==> config.mk <==
export PLATFORM = sky130hd
export DESIGN_NAME = gate_rule_chain
export DESIGN_NICKNAME = d
export VERILOG_FILES = /design/src/rtl/igc_pkg.sv /design/src/rtl/gate_rule_chain.sv
export SDC_FILE = /design/constraint.sdc
export NUM_CORES = 1
export LEC_CHECK = 0
export CAP_MARGIN = 25
export CORE_UTILIZATION = 22
export DETAILED_ROUTE_END_ITERATION = 7
export PLACE_DENSITY_LB_ADDON = 0.2
export REMOVE_ABC_BUFFERS = 1
export SYNTH_ARGS = -nofsm -noshare
export SYNTH_HDL_FRONTEND = slang
export SYNTH_SLANG_ARGS = --single-unit
export TNS_END_PERCENT = 5
==> constraint.sdc <==
create_clock -name vclk -period 6.69
set_clock_uncertainty 0.2 [all_clocks]
set_input_delay 1.0035 -clock vclk [all_inputs]
set_output_delay 1.0035 -clock vclk [all_outputs]
set_load 0.01 [all_outputs]
==> src/rtl/igc_pkg.sv <==
package igc_pkg;
    localparam int VEC_W = 8;
    localparam int LIM_W = 16;
    localparam int ERR_W = 16;
    localparam int SEL_W = 16;
    localparam int OFF_W = 64;
    localparam int IST_W = 3;
    localparam int SUM_W = ERR_W + 1;

    localparam logic [VEC_W-1:0] VEC_GP = VEC_W'(13);
    localparam logic [VEC_W-1:0] VEC_NP = VEC_W'(11);

    typedef enum logic [2:0] {
        RULE_OK, RULE_LIMIT, RULE_RSVD, RULE_TYPE, RULE_PRIV, RULE_PRESENT, RULE_SEL
    } rule_e;

    typedef struct packed {
        logic [SEL_W-1:0] sel;
        logic [OFF_W-1:0] off;
        logic [3:0]       gtype;
        logic             seg;
        logic [1:0]       dpl;
        logic             present;
        logic [IST_W-1:0] ist;
        logic [4:0]       rsvd;
    } gate_t;

    function automatic logic type_ok(input logic [3:0] t, input logic lm);
        if (lm) return (t == 4'd14) || (t == 4'd15);
        return (t == 4'd5) || (t == 4'd6) || (t == 4'd7) || (t == 4'd14) || (t == 4'd15);
    endfunction

    function automatic logic [SUM_W-1:0] entry_base(input logic [VEC_W-1:0] v, input logic lm);
        return lm ? (SUM_W'(v) << 4) : (SUM_W'(v) << 3);
    endfunction
endpackage

==> src/rtl/gate_rule_chain.sv <==
module gate_rule_chain
    import igc_pkg::*;
(
    input  gate_t            gate,
    input  logic [VEC_W-1:0] vector,
    input  logic             sw_int,
    input  logic [1:0]       cpl,
    input  logic [LIM_W-1:0] tbl_limit,
    input  logic             long_mode,
    output rule_e            verdict,
    output logic [VEC_W-1:0] flt_vec,
    output logic [ERR_W-1:0] flt_err
);
    logic [SUM_W-1:0] base;
    logic [SUM_W-1:0] last_byte;
    logic [ERR_W-1:0] entry_err;
    logic             is_task;

    assign base      = entry_base(vector, long_mode);
    assign last_byte = base + (long_mode ? SUM_W'(15) : SUM_W'(7));
    assign entry_err = ERR_W'(base + SUM_W'(2));
    assign is_task   = (gate.gtype == 4'd5);

    always_comb begin
        if (last_byte > SUM_W'(tbl_limit))                 verdict = RULE_LIMIT;
        else if (gate.rsvd != '0)                          verdict = RULE_RSVD;
        else if (gate.seg || !type_ok(gate.gtype, long_mode)) verdict = RULE_TYPE;
        else if (sw_int && (gate.dpl < cpl))               verdict = RULE_PRIV;
        else if (!gate.present)                            verdict = RULE_PRESENT;
        else if (!is_task && (gate.sel[SEL_W-1:2] == '0))  verdict = RULE_SEL;
        else                                               verdict = RULE_OK;
    end

    always_comb begin
        unique case (verdict)
            RULE_OK:      begin flt_vec = '0;     flt_err = '0;        end
            RULE_PRESENT: begin flt_vec = VEC_NP; flt_err = entry_err; end
            RULE_SEL:     begin flt_vec = VEC_GP; flt_err = '0;        end
            default:      begin flt_vec = VEC_GP; flt_err = entry_err; end
        endcase
    end
endmodule

==> flow_summary.yaml <==
yosys:
  yosysSeqAreaShare: 0
  ys_warn_count: 0
  synth_top_family_by_area: "simple AND/OR/NAND/NOR gates"
  synth_top_area_cell: "ha_1"
  synthSimpleGateAreaFrac: 0.272
  synth_fa_ha_area_frac: 0.179
  netlist_area_um2: 767
  synth_compound_area_frac: 0.258
  synth.distinct_cells: 35
  avgSynthCellArea_um2: 7.24
  synth.area.mux_share: 0.103
  synth_xor_area_frac: 0
  ys_top_cells_by_count: "buf_4 (11), ha_1 (11), inv_1 (11)"
  synth_top_area_frac: 0.179
  synthTopCellsByArea: "ha_1 (18%), buf_4 (11%), mux2_2 (10%)"
  syn_inst: 106
critical_path:
  crit_type: "in2out"
  cpPeakStageDelay_ns: 0.72
  arrival_ns: 4.20
  critPathMostFrequentCell: "clkdlybuf4s50_1"
  cp-start-kind: "primary input"
  crit_path_end_kind: "output port"
  crit_chain: "clkdlybuf4s50_1 > mux2_2 > ha_1 > o21ai_1 > a21oi_1 > o311a_1 > o21ai_2 > and3_2 > clkdlybuf4s50_1"
  worstPathRequired_ns: 5.49
  path_max_fanout: 16
  cpMaxStageDelayCell: "clkdlybuf4s50_1"
die:
  core_area_mm2: 0.00334
  design.die.area_mm2: 0.00373
  initial_utilization: 0.230
  rows: 21
  die-width_um: 61.0
  ioPinCount: 151
  die_y_um: 61.0
sta:
  max_freq_mhz: 185
  period_share: 0.807
  hold_viol: 0
  tns_ns: 0
  setup_ws_ns: 1.29
  relSlewSlack: 0.606
  worst_slew_pin_slew_ns: 0.591
  final_max_slew_viol_count: 0
  rsz0062_at_grt: "no"
  period_needed_ns: 5.40
  finalSetupViolCount: 0
  hold_slack_ns: 2.84
placement:
  dpl.hpwl_mm: 2.15
  placedCellCount: 221
  place.gp.congestion: 0.669
  port_buffers: 72
  post-place-ws_ns: 1.26
  dpl_cell_area_mm2: 0.00148
detailed_routing:
  viasPerCell: 4.42
  route.detailed.drc: 0
  wl_mm: 2.34
  drtIter0Drc: 12
  wire_per_inst_um: 10.6
  via_count: 976
  first_pass_iters: 2
  detail-route-antenna-nets: 0
grt:
  grt-ovfl-total: 0
  grt_max_degree: 17
  first_global_vias: 841
  grt_pass1_wl_mm: 3.30
  antenna_found_initial: 0
  grt_usage: 0.111
min_path:
  min-delay-path-class: "in2out"
layout:
  nets: 312
  fin_cells: 221
  seqCellArea_um2: 0
  final_area_mm2: 0.00148
  clkbuf_count: 0
  seq_cell_count: 0
  drive_above_1_share: 0.0743
  area_delta_synth_final_pct: 93.5
  utilization: 0.445
  diodes: 0
flow_run:
  cap_viol_max_count: 0
power:
  power_switching_share: 0.361
  p_comb_frac: 1.000
  ir_worst_vdd_mv: 0.0197
  p_switching_mw: 0.0284
  p_per_area_mw_per_mm2: 53.0
  power_mw: 0.0786
  seqPwrFrac: 0
  p_clk_frac: 0
  leakage_nw: 0.641
  p_int_mw: 0.0502
status:
  status: "finished clean"
clock_tree:
  cts_hold_buf: 0
  ctsResizeCount: 0
  postCtsSetupBuffers: 0
-- placed cells by master (no fill, tap or decap), types with 3 or more instances in the layout --
cell / n
a21boi_0: 8
clkdlybuf4s50_1: 72
mux2_2: 7
inv_1: 11
nand2b_1: 6
nor4_1: 3
nor2_1: 8
ha_1: 11
nand4_1: 3
conb_1: 11
nand2_1: 5
a21oi_1: 5
-- worst paths after layout --
path | startpoint | endpoint | slack [ns] | cells past startpoint
setup / recovery | long_mode | flt_vec[1] | 1.29 | 9
hold / removal | vector[0] | flt_err[3] | 2.84 | 4
-- power groups by stage --
stage	combinational, mW	sequential, mW	clock (mW)
detailed placement	0.0789	0	0
global placement	0.0773	0	0
CTS	0.0792	0	0
finish	0.0786	0	0
floorplan	0.0307	0	0
global route	0.0865	0	0
-- worst max-delay path, delay by kind of cell --
family          cells  cell delay (ns)
buf+inv             2             1.25
mux                 1             0.40
compound gates      4             0.96
fa+ha+maj           1             0.30
simple gates        1             0.29
-- area by class of cell --
| cell class | count | area, µm² |
|---|---|---|
| Fill cell | 350 | 1850 |
| Timing Repair Buffer | 72 | 721 |
| Multi-Input combinational cell | 92 | 664 |
| Tap cell | 46 | 57.6 |
| Inverter | 11 | 41.3 |
-- routing by layer --
| layer | global-route usage | vias up | routed length, µm |
|---|---|---|---|
| met1 | 0.125 | 429 | 905 |
| met5 | 0 | - | 0 |
| met2 | 0.231 | 52 | 1190 |
| met4 | 0 | 0 | 0 |
| met3 | 0.0147 | 0 | 248 |
| li1 | - | 495 | - |
-- logic make-up (layout without fill, tap and decap cells) --
| family | Yosys count | after routing |
|---|---|---|
| fa+ha+maj | 11 | 11 |
| compound gates | 25 | 25 |
| other cells | 1 | 11 |
| buf+inv | 24 | 83 |
| simple gates | 38 | 38 |
| mux | 7 | 7 |
Power figures use the tool's default switching activity.
